`config.mk`:
```
export PLATFORM = sky130hd
export DESIGN_NAME = rx_encap_writer
export DESIGN_NICKNAME = d
export VERILOG_FILES = /design/src/rtl/rx_encap_pkg.sv /design/src/rtl/rx_encap_crc.sv /design/src/rtl/rx_encap_space.sv /design/src/rtl/rx_encap_status.sv /design/src/rtl/rx_encap_seq.sv /design/src/rtl/rx_encap_writer.sv
export SDC_FILE = /design/constraint.sdc
export NUM_CORES = 1
export LEC_CHECK = 0
export BUFFER_PORTS_ARGS = -buffer_cell sky130_fd_sc_hd__buf_2
export CAP_MARGIN = 15
export CORE_MARGIN = 2
export CORE_UTILIZATION = 55
export DETAILED_ROUTE_END_ITERATION = 12
export PLACE_DENSITY = 0.79
export SLEW_MARGIN = 20
export SYNTH_ARGS = -nofsm -noshare
export SYNTH_HDL_FRONTEND = slang
export SYNTH_SLANG_ARGS = --single-unit
```
`constraint.sdc`:
```
create_clock -name clk -period 6.5 [get_ports clk]
set_clock_uncertainty 0.2 [all_clocks]
set_input_delay 0.65 -clock clk [delete_from_list [all_inputs] [get_ports clk]]
set_output_delay 0.65 -clock clk [all_outputs]
set_load 0.03 [all_outputs]
```
`src/rtl/rx_encap_pkg.sv`:
```
package rx_encap_pkg;

  typedef enum logic [2:0] {
    ST_IDLE  = 3'd0,
    ST_DATA  = 3'd1,
    ST_PAD   = 3'd2,
    ST_CRC   = 3'd3,
    ST_ALIGN = 3'd4,
    ST_HDR   = 3'd5
  } rxe_state_e;

  localparam logic [31:0] CRC_POLY_REFL = 32'hEDB88320;
  localparam int unsigned HDR_BYTES     = 8;
  localparam int unsigned CRC_BYTES     = 4;
  localparam int unsigned OK_FLAG_BIT   = 22;

  // One byte of the reflected CRC-32, least significant bit first.
  function automatic logic [31:0] crc32_step(input logic [31:0] c, input logic [7:0] b);
    logic [31:0] r;
    r = c ^ {24'd0, b};
    for (int k = 0; k < 8; k++) begin
      r = r[0] ? ((r >> 1) ^ CRC_POLY_REFL) : (r >> 1);
    end
    return r;
  endfunction

  function automatic int unsigned round_up4(input int unsigned v);
    return ((v + 3) / 4) * 4;
  endfunction

endpackage

```
`src/rtl/rx_encap_crc.sv`:
```
module rx_encap_crc (
  input  logic        clk,
  input  logic        rst_n,
  input  logic        restart,
  input  logic        step_en,
  input  logic [7:0]  step_byte,
  output logic [31:0] crc_q
);
  import rx_encap_pkg::*;

  logic [31:0] crc_d;

  always_comb begin
    crc_d = crc_q;
    if (restart) begin
      crc_d = '1;
    end else if (step_en) begin
      crc_d = crc32_step(crc_q, step_byte);
    end
  end

  always_ff @(posedge clk or negedge rst_n) begin
    if (!rst_n) begin
      crc_q <= '1;
    end else if (restart || step_en) begin
      crc_q <= crc_d;
    end
  end

endmodule

```
`src/rtl/rx_encap_space.sv`:
```
module rx_encap_space #(
  parameter int unsigned ADDR_W  = 11,
  parameter int unsigned RESERVE = 1532
) (
  input  logic            rx_enable,
  input  logic [ADDR_W:0] commit_ptr,
  input  logic [ADDR_W:0] rd_ptr,
  output logic            admit
);
  localparam int unsigned PTR_W = ADDR_W + 1;
  localparam int unsigned DEPTH = 1 << ADDR_W;
  localparam logic [PTR_W:0] RES_V   = (PTR_W + 1)'(RESERVE);
  localparam logic [PTR_W:0] DEPTH_V = (PTR_W + 1)'(DEPTH);

  logic [PTR_W-1:0] used;
  logic [PTR_W:0]   free_bytes;

  always_comb begin
    used       = commit_ptr - rd_ptr;
    free_bytes = DEPTH_V - {1'b0, used};
    admit      = rx_enable && (free_bytes >= RES_V);
  end

endmodule

```
`src/rtl/rx_encap_status.sv`:
```
module rx_encap_status #(
  parameter int unsigned CNT_W = 8
) (
  input  logic             clk,
  input  logic             rst_n,
  input  logic             commit,
  input  logic             pkt_taken,
  input  logic             irq_clear,
  output logic [CNT_W-1:0] pkt_count,
  output logic             rx_irq
);
  logic [CNT_W-1:0] cnt_d;
  logic             irq_d;
  logic             dec;
  logic             cnt_en;

  always_comb begin
    dec    = pkt_taken && ((pkt_count != '0) || commit);
    cnt_en = commit ^ dec;
    cnt_d  = pkt_count;
    if (commit && !dec) begin
      cnt_d = pkt_count + CNT_W'(1);
    end else if (dec && !commit) begin
      cnt_d = pkt_count - CNT_W'(1);
    end
    // A new record outranks a clear arriving in the same cycle.
    irq_d = commit || (rx_irq && !irq_clear);
  end

  always_ff @(posedge clk or negedge rst_n) begin
    if (!rst_n) begin
      pkt_count <= '0;
    end else if (cnt_en) begin
      pkt_count <= cnt_d;
    end
  end

  always_ff @(posedge clk or negedge rst_n) begin
    if (!rst_n) begin
      rx_irq <= 1'b0;
    end else begin
      rx_irq <= irq_d;
    end
  end

endmodule

```
`src/rtl/rx_encap_seq.sv`:
```
module rx_encap_seq #(
  parameter int unsigned ADDR_W      = 11,
  parameter int unsigned MAX_PAYLOAD = 1518,
  parameter int unsigned MIN_PAYLOAD = 60,
  parameter logic [31:0] MAGIC       = 32'h0143414D,
  parameter int unsigned LEN_W       = 11
) (
  input  logic              clk,
  input  logic              rst_n,
  input  logic              admit,
  input  logic              src_valid,
  input  logic              src_sof,
  input  logic              src_eof,
  input  logic [7:0]        src_data,
  output logic              src_ready,
  output logic              mem_we,
  output logic [ADDR_W-1:0] mem_addr,
  output logic [7:0]        mem_wdata,
  output logic              crc_restart,
  output logic              crc_en,
  output logic [7:0]        crc_byte,
  input  logic [31:0]       crc_val,
  output logic [ADDR_W:0]   commit_ptr,
  output logic              commit
);
  import rx_encap_pkg::*;

  localparam int unsigned PTR_W = ADDR_W + 1;
  localparam logic [LEN_W-1:0] MAX_L = LEN_W'(MAX_PAYLOAD);
  localparam logic [LEN_W-1:0] MIN_L = LEN_W'(MIN_PAYLOAD);

  rxe_state_e       state_q, state_d;
  logic [LEN_W-1:0] len_q, len_d;   // padded payload length so far
  logic [LEN_W-1:0] off_q, off_d;   // bytes written past the header
  logic [2:0]       bcnt_q, bcnt_d; // byte index in CRC or header
  logic [PTR_W-1:0] ptr_d;
  logic             accept;
  logic             use_off;
  logic [31:0]      crc_fin;
  logic [31:0]      info_word;
  logic [31:0]      hdr_word;

  always_comb begin
    crc_fin   = ~crc_val;
    info_word = '0;
    info_word[15:0]        = 16'(len_q) + 16'd4;
    info_word[OK_FLAG_BIT] = 1'b1;
    hdr_word  = bcnt_q[2] ? info_word : MAGIC;
  end

  always_comb begin
    state_d   = state_q;
    len_d     = len_q;
    off_d     = off_q;
    bcnt_d    = bcnt_q;
    ptr_d     = commit_ptr;
    mem_we    = 1'b0;
    mem_wdata = 8'd0;
    use_off   = 1'b1;
    crc_en    = 1'b0;
    crc_byte  = 8'd0;
    commit    = 1'b0;
    src_ready = (state_q == ST_IDLE) ? admit : (state_q == ST_DATA);
    accept    = src_valid && src_ready;

    unique case (state_q)
      ST_IDLE: begin
        if (accept && src_sof) begin
          mem_we    = 1'b1;
          mem_wdata = src_data;
          crc_en    = 1'b1;
          crc_byte  = src_data;
          len_d     = len_q + LEN_W'(1);
          off_d     = off_q + LEN_W'(1);
          state_d   = src_eof ? ST_PAD : ST_DATA;
        end
      end
      ST_DATA: begin
        if (accept) begin
          if (len_q < MAX_L) begin
            mem_we    = 1'b1;
            mem_wdata = src_data;
            crc_en    = 1'b1;
            crc_byte  = src_data;
            len_d     = len_q + LEN_W'(1);
            off_d     = off_q + LEN_W'(1);
          end
          if (src_eof) begin
            state_d = ST_PAD;
          end
        end
      end
      ST_PAD: begin
        if (len_q < MIN_L) begin
          mem_we = 1'b1;
          crc_en = 1'b1;
          len_d  = len_q + LEN_W'(1);
          off_d  = off_q + LEN_W'(1);
        end else begin
          state_d = ST_CRC;
          bcnt_d  = 3'd0;
        end
      end
      ST_CRC: begin
        mem_we    = 1'b1;
        mem_wdata = crc_fin[8*bcnt_q[1:0] +: 8];
        off_d     = off_q + LEN_W'(1);
        bcnt_d    = bcnt_q + 3'd1;
        if (bcnt_q == 3'd3) begin
          state_d = ST_ALIGN;
        end
      end
      ST_ALIGN: begin
        if (off_q[1:0] != 2'b00) begin
          mem_we = 1'b1;
          off_d  = off_q + LEN_W'(1);
        end else begin
          state_d = ST_HDR;
          bcnt_d  = 3'd0;
        end
      end
      ST_HDR: begin
        mem_we    = 1'b1;
        use_off   = 1'b0;
        mem_wdata = hdr_word[8*bcnt_q[1:0] +: 8];
        bcnt_d    = bcnt_q + 3'd1;
        if (bcnt_q == 3'd7) begin
          commit  = 1'b1;
          ptr_d   = commit_ptr + PTR_W'(HDR_BYTES) + PTR_W'(off_q);
          len_d   = '0;
          off_d   = '0;
          bcnt_d  = 3'd0;
          state_d = ST_IDLE;
        end
      end
      default: state_d = ST_IDLE;
    endcase

    crc_restart = commit;
    mem_addr    = commit_ptr[ADDR_W-1:0] +
                  (use_off ? (ADDR_W'(HDR_BYTES) + ADDR_W'(off_q)) : ADDR_W'(bcnt_q));
  end

  always_ff @(posedge clk or negedge rst_n) begin
    if (!rst_n) begin
      state_q <= ST_IDLE;
      len_q   <= '0;
      off_q   <= '0;
      bcnt_q  <= '0;
    end else begin
      state_q <= state_d;
      len_q   <= len_d;
      off_q   <= off_d;
      bcnt_q  <= bcnt_d;
    end
  end

  always_ff @(posedge clk or negedge rst_n) begin
    if (!rst_n) begin
      commit_ptr <= '0;
    end else if (commit) begin
      commit_ptr <= ptr_d;
    end
  end

endmodule

```
`src/rtl/rx_encap_writer.sv`:
```
module rx_encap_writer #(
  parameter int unsigned ADDR_W      = 11,
  parameter int unsigned MAX_PAYLOAD = 1518,
  parameter int unsigned MIN_PAYLOAD = 60,
  parameter logic [31:0] MAGIC       = 32'h0143414D,
  parameter int unsigned CNT_W       = 8
) (
  input  logic              clk,
  input  logic              rst_n,
  input  logic              rx_enable,
  input  logic              src_valid,
  input  logic              src_sof,
  input  logic              src_eof,
  input  logic [7:0]        src_data,
  output logic              src_ready,
  output logic              mem_we,
  output logic [ADDR_W-1:0] mem_addr,
  output logic [7:0]        mem_wdata,
  input  logic [ADDR_W:0]   rd_ptr,
  output logic [ADDR_W:0]   commit_ptr,
  input  logic              pkt_taken,
  output logic [CNT_W-1:0]  pkt_count,
  input  logic              irq_clear,
  output logic              rx_irq
);
  import rx_encap_pkg::*;

  localparam int unsigned RESERVE = round_up4(HDR_BYTES + MAX_PAYLOAD + CRC_BYTES);
  localparam int unsigned LEN_W   = $clog2(RESERVE + 1);

  logic [1:0]  rst_sync_q;
  logic        core_rst_n;
  logic        admit;
  logic        crc_restart;
  logic        crc_en;
  logic [7:0]  crc_byte;
  logic [31:0] crc_val;
  logic        commit;

  // Reset asserts at once and is released on a clock edge.
  always_ff @(posedge clk or negedge rst_n) begin
    if (!rst_n) begin
      rst_sync_q <= 2'b00;
    end else begin
      rst_sync_q <= {rst_sync_q[0], 1'b1};
    end
  end
  assign core_rst_n = rst_sync_q[1];

  rx_encap_space #(
    .ADDR_W  (ADDR_W),
    .RESERVE (RESERVE)
  ) u_space (
    .rx_enable  (rx_enable),
    .commit_ptr (commit_ptr),
    .rd_ptr     (rd_ptr),
    .admit      (admit)
  );

  rx_encap_crc u_crc (
    .clk       (clk),
    .rst_n     (core_rst_n),
    .restart   (crc_restart),
    .step_en   (crc_en),
    .step_byte (crc_byte),
    .crc_q     (crc_val)
  );

  rx_encap_seq #(
    .ADDR_W      (ADDR_W),
    .MAX_PAYLOAD (MAX_PAYLOAD),
    .MIN_PAYLOAD (MIN_PAYLOAD),
    .MAGIC       (MAGIC),
    .LEN_W       (LEN_W)
  ) u_seq (
    .clk         (clk),
    .rst_n       (core_rst_n),
    .admit       (admit),
    .src_valid   (src_valid),
    .src_sof     (src_sof),
    .src_eof     (src_eof),
    .src_data    (src_data),
    .src_ready   (src_ready),
    .mem_we      (mem_we),
    .mem_addr    (mem_addr),
    .mem_wdata   (mem_wdata),
    .crc_restart (crc_restart),
    .crc_en      (crc_en),
    .crc_byte    (crc_byte),
    .crc_val     (crc_val),
    .commit_ptr  (commit_ptr),
    .commit      (commit)
  );

  rx_encap_status #(
    .CNT_W (CNT_W)
  ) u_status (
    .clk       (clk),
    .rst_n     (core_rst_n),
    .commit    (commit),
    .pkt_taken (pkt_taken),
    .irq_clear (irq_clear),
    .pkt_count (pkt_count),
    .rx_irq    (rx_irq)
  );

endmodule

```
Word level (Yosys, flattened, before mapping) --
Cells that the tools add are included.
Operators by class: $add $sub $neg 12, divide/modulo/power cells 0, $mul 0, reduce and logical (&&, ||, !) cells 29, eq/ne operators 17, multiplexer cells 54, $lt $le $gt $ge 3, bitwise operators 11, shift-type cells 2
Operators with widths (number):
- $mux W32 | 10
- $mux W11 | 11
- $not A13 Y14 | 8
- $pmux W11 S6 | 1
- $shiftx A32 B6 Y8 | 2
- $pmux W11 S4 | 1
- $mux W8 | 5
- $not A32 Y32 | 1
- $pmux W8 S4 | 1
- $xor A32 B8 Y32 | 1
- $mux W3 | 10
- $mux W25 | 1
- $add A11 B1 Y11 const B | 2
- $pmux W3 S6 | 1
- $pmux W8 S2 | 1
- $reduce_and A7 Y1 | 2
- $ge A13 B11 Y1 const B | 1
- $sub A12 B12 Y13 const A | 1
- $add A11 B3 Y12 const B | 1
- $add A12 B11 Y12 | 1
- $add A12 B4 Y12 const B | 1
- $pmux W3 S4 | 1
- $sub A12 B12 Y12 | 1
- $add A11 B11 Y11 | 1
- 28 further kinds | 62
Word-level totals: register bits 83, memories kept 0, bits in read-only memories 0, input port bits 28, memory bits (writable) 0, latch bits 0

Depth between registers and ports, before layout --
word-level depth 28, mapped depth 20, gate-level depth less buffers 16

Modules after synthesis --
From an unflattened synthesis, not the netlist that was laid out.
Second synthesis, totals: cell total of the unflattened synthesis 804, area, all modules 7500.9 um^2
Modules (own cells, without submodules):
- rx_encap_seq | area each 3853.7 um^2, cells an instance 472, instances 1, seq. area each 1001.0 um^2
- rx_encap_crc | area each 2250.9 um^2, cells an instance 171, instances 1, seq. area each 840.8 um^2
- rx_encap_space | area each 699.4 um^2, cells an instance 97, instances 1, seq. area each 0.0 um^2
- rx_encap_status | area each 643.1 um^2, cells an instance 61, instances 1, seq. area each 225.2 um^2
- rx_encap_writer | area each 53.8 um^2, cells an instance 3, instances 1, seq. area each 50.0 um^2

Least setup slack after synthesis --
Ideal clock, no wire load.
kind flip-flop to output port, start register u_seq.state_q[2], end output port mem_addr[10], cell stages (with the launch flop) 20, path slack 1.795 ns, buffers on the path 4, data arrival time 3.855 ns, cell sequence dfrtp_1 -> clkbuf_1 -> nor2b_1 -> and2_1 -> clkbuf_1 -> clkbuf_1 -> buf_1 -> o21ai_0 -> ha_1 -> fa_1 -> a21oi_1 -> nor2_1 -> nor2_1 -> o21bai_1 -> a21oi_1 -> o21bai_1 -> a21oi_1 -> o21bai_1 -> a21oi_1 -> xnor2_1
On the way: cells in the longest elaborated chain, start to end 3
RTL lines:
- start, declared | line rx_encap_seq.sv:32 | rxe_state_e state_q, state_d;
- start signal, assigned | line rx_encap_seq.sv:151 | state_q <= state_d;
- $eq A3 B3 Y1 | line rx_encap_seq.sv:66 | unique case (state_q)
- $mux W11 | line rx_encap_seq.sv:141 | (use_off ? (ADDR_W'(HDR_BYTES) + ADDR_W'(off_q)) : ADDR_W'(bcnt_q));
- $add A11 B11 Y11 | line rx_encap_seq.sv:140 | mem_addr = commit_ptr[ADDR_W-1:0] +
- end, declared | line rx_encap_writer.sv:17 | output logic [ADDR_W-1:0] mem_addr,
Every way passes these cells.

Worst setup path after layout --
Same ends and word-level chain as after synthesis.

==> reports/metrics.yaml <==
status:
  status: "complete, no violations"
critical_path:
  worstReg2RegEnd: "u_status.pkt_count[7]"
  r2r_start: "u_seq.state_q[2]"
  rrSetupSlack_ns: 1.87
  cp-start-kind: "register"
  critPathCaptureType: "primary output"
  rr_worst_depth: 15
  cp.arrival_ns: 4.48
  cp_max_fo: 25
  cp.required_ns: 5.65
  crit_type: "register to primary output"
logic_synthesis:
  synth-simple-area-share_pct: 15.1
  synth_seq_cells: 83
  synth_area_leaders: "dfrtp_1 (18%), dfstp_2 (12%), ha_1 (9.8%), xnor2_1 (9.2%), xor2_1 (6.8%)"
  synth_cells: 823
  synth_compound_gate_area_share_pct: 18.5
  synth_nets: 911
  yosysWarnings: 0
  syn_area_um2: 7160
  synth_xor_area_share_pct: 19.3
  synthArstFlopShare_pct: 100
  synth.top_cell.area_share_pct: 17.8
  synthAdderAreaFrac_pct: 10.9
  synth_top_family_by_area: "XOR/XNOR gates"
  ys.flop_type: "dfrtp_1"
  synth_cell_types: 72
  synth_edf_count: 0
  synth_mux_area_share_pct: 2.22
  yosys.area.top_type: "dfrtp_1"
  yosysMostFrequentCell: "o21ai_0"
  syn_area_per_cell_um2: 8.70
  synth_common_cells: "o21ai_0 (88), xnor2_1 (75), nand2_1 (69), a21oi_1 (58)"
  ys_seq_area_share_pct: 29.6
timing:
  maxSlewViolCount: 0
  period_minus_slack_ns: 5.33
  finalSetupTns_ns: 0
  setup_viol: 0
  rsz0062_at_grt: "false"
  hold_viol_final: 0
  worst_slew_pin_slew_ns: 1.17
  period_share_pct: 82.0
  relSlewSlack_pct: 21.6
  clock.fmax_mhz: 188
  setup_ws_ns: 1.17
routing:
  drc: 0
  drtAntennaViolNets: 0
  avgRoutedWirePerCell_um: 16.5
  wl_um: 17200
  via_per_inst: 5.87
  drt_iter0_drc: 613
  firstDrtPassIters: 5
  num_vias: 6127
clock_network:
  clkLatencyLatePin_ns: 0.35
  clock_sinks: 83
  clockBufferDepth: 2
  h-tree-depth: 3
  root_buffer: "clkbuf_16"
  numCtsBuffers: 9
  path_clk_slew_ns: 0.06
  tritoncts: "done"
layout:
  syn_to_final_growth_pct: 10.5
  nets: 954
  drive_gt1_share_pct: 16.4
  antenna_cells: 0
  finalNonFillerCells: 1043
power:
  power_mw: 4.59
  powerDensity_nw_per_um2: 580
  ir_worst_vdd_uv: 269
  swShare_pct: 48.0
  seq_power_share_pct: 24.5
  clkPwrFrac_pct: 11.4
  internal_power_mw: 2.39
  p_comb_share_pct: 64.2
  p_switching_mw: 2.21
  p_leak_nw: 3.62
place:
  gp_congestion: 0.965
  dp_hpwl_um: 12700
  dp_slack_ns: 1.62
  placed_cells: 1025
  io_buffers: 69
floorplanning:
  die_w_um: 118
  dieArea_um2: 13900
  rows: 41
  ios: 70
  fp.dieH_um: 118
  coreArea_um2: 12700
  start_util_pct: 56.5
global_routing:
  grt_pass1_vias: 5719
  grt_overflow: 0
  grt_use_total_pct: 25.4
  grt_start_max_net_pins: 82
  antenna_found_initial: 0
  grt_pass1_wl_um: 28800
hold_path:
  hold_class: "register to asynchronous set/reset pin"
job:
  maxCapViolCount: 0
[sequential cells by signal (all words and copies together) (netlist names)]
register and flops:
u_crc.crc_q 32, u_seq.commit_ptr 12, u_seq.len_q 11, u_seq.off_q 11, u_status.pkt_count 8, u_seq.bcnt_q 3
u_seq.state_q 3, rst_sync_q 2, u_status.rx_irq 1
[worst max path at each step]
| stage | from | to | slack, ns | depth (start not counted) |
|---|---|---|---|---|
| final | u_seq.state_q[2] | mem_addr[10] | 1.17 | 16 |
| after global routing | u_seq.state_q[2] | mem_addr[10] | 0.84 | 16 |
| after CTS | u_seq.state_q[2] | mem_addr[10] | 1.22 | 16 |
| after detailed placement | u_seq.state_q[2] | mem_addr[10] | 1.62 | 16 |
| after global placement | u_seq.state_q[2] | mem_addr[10] | 1.82 | 16 |
| after floorplan | u_seq.state_q[2] | mem_addr[10] | 1.80 | 19 |
[power by group through the flow]
stage	combinational [mW]	sequential [mW]	clock, mW
floorplan	2.37	1.01	0
global placement	2.81	1.12	0
detailed placement	2.89	1.13	0
CTS	2.91	1.12	0.530
global route	3.23	1.15	0.553
finish	2.95	1.12	0.521
[worst max-delay path, cell delays in order, from the launching register on]
cell	delay [ns]
dfrtp_1	0.54
nor2b_1	0.31
and2_1	0.76
o21ai_0	0.22
ha_1	0.27
fa_1	0.40
a21oi_1	0.15
nor2_1	0.06
nor2_1	0.17
o21bai_1	0.09
a21oi_1	0.22
o21bai_1	0.09
a21oi_1	0.24
o21bai_1	0.10
a21oi_1	0.18
xnor2_1	0.13
buf_2	0.21
[placed cells by master, fill, tap and decap left out, drive strengths merged, types with 6 or more instances in the layout]
cell type and count:
and2 6, xor2 58, nand2b 9, clkbuf 9
nor3 14, nor2 51, a31oi 8, nand3 27
dfstp 32, xnor2 78, dfrtp 51, a21oi 58
nor2b 6, nand2 70, mux2i 8, buf 73
or3 8, and3 11, ha 56, o21bai 16
o21ai 94, inv 39, a21o 9
[metrics by stage]
| stage | area, um^2 | util [%] | hold slack [ns] |
|---|---|---|---|
| 2_1_floorplan | 7160 | - | 0.131 |
| 3_3_place_gp | 7570 | 59.8 | 0.136 |
| 3_5_place_dp | 7570 | 59.8 | 0.143 |
| 4_1_cts | 7890 | 62.2 | 0.157 |
| 5_1_grt | 7910 | 62.5 | 0.0843 |
| 6_report | 7910 | 62.5 | 0.0534 |
[repair_timing]
action / CTS / global route
setup endpoints to repair: 0 / 0
hold endpoints to repair: 2 / 0
gates resized for setup: 0 / 0
hold buffers: 1 / 0
setup buffers: 0 / 0
[kinds of logic (layout without fill, tap and decap cells)]
logic type | after synthesis | in the layout
buffers and inverters | 80 | 128
XOR/XNOR | 142 | 142
multiplexers | 13 | 13
AND/OR/NAND/NOR | 221 | 221
adder cells (fa/ha/maj) | 60 | 60
other | 1 | 1
AO/OA/AOI/OAI | 223 | 223
flip-flops | 83 | 83
[layout make-up]
class,instances,area (um^2)
fillers,1074,4760
multi-input cells,660,4730
flip-flops and latches,83,2120
repair buffers,74,405
clock buffers,9,225
well taps,172,215
inverters,38,143
clock inverters,7,76.3
[routing by layer]
layer,up-vias,global-route usage [%],wire [um]
met5,-,0,0
met4,0,8.51,361
met3,42,5.18,1160
met2,205,38.8,7820
met1,2924,35.9,7880
li1,2956,-,-
Note: power is estimated with default switching activity, not from simulation.
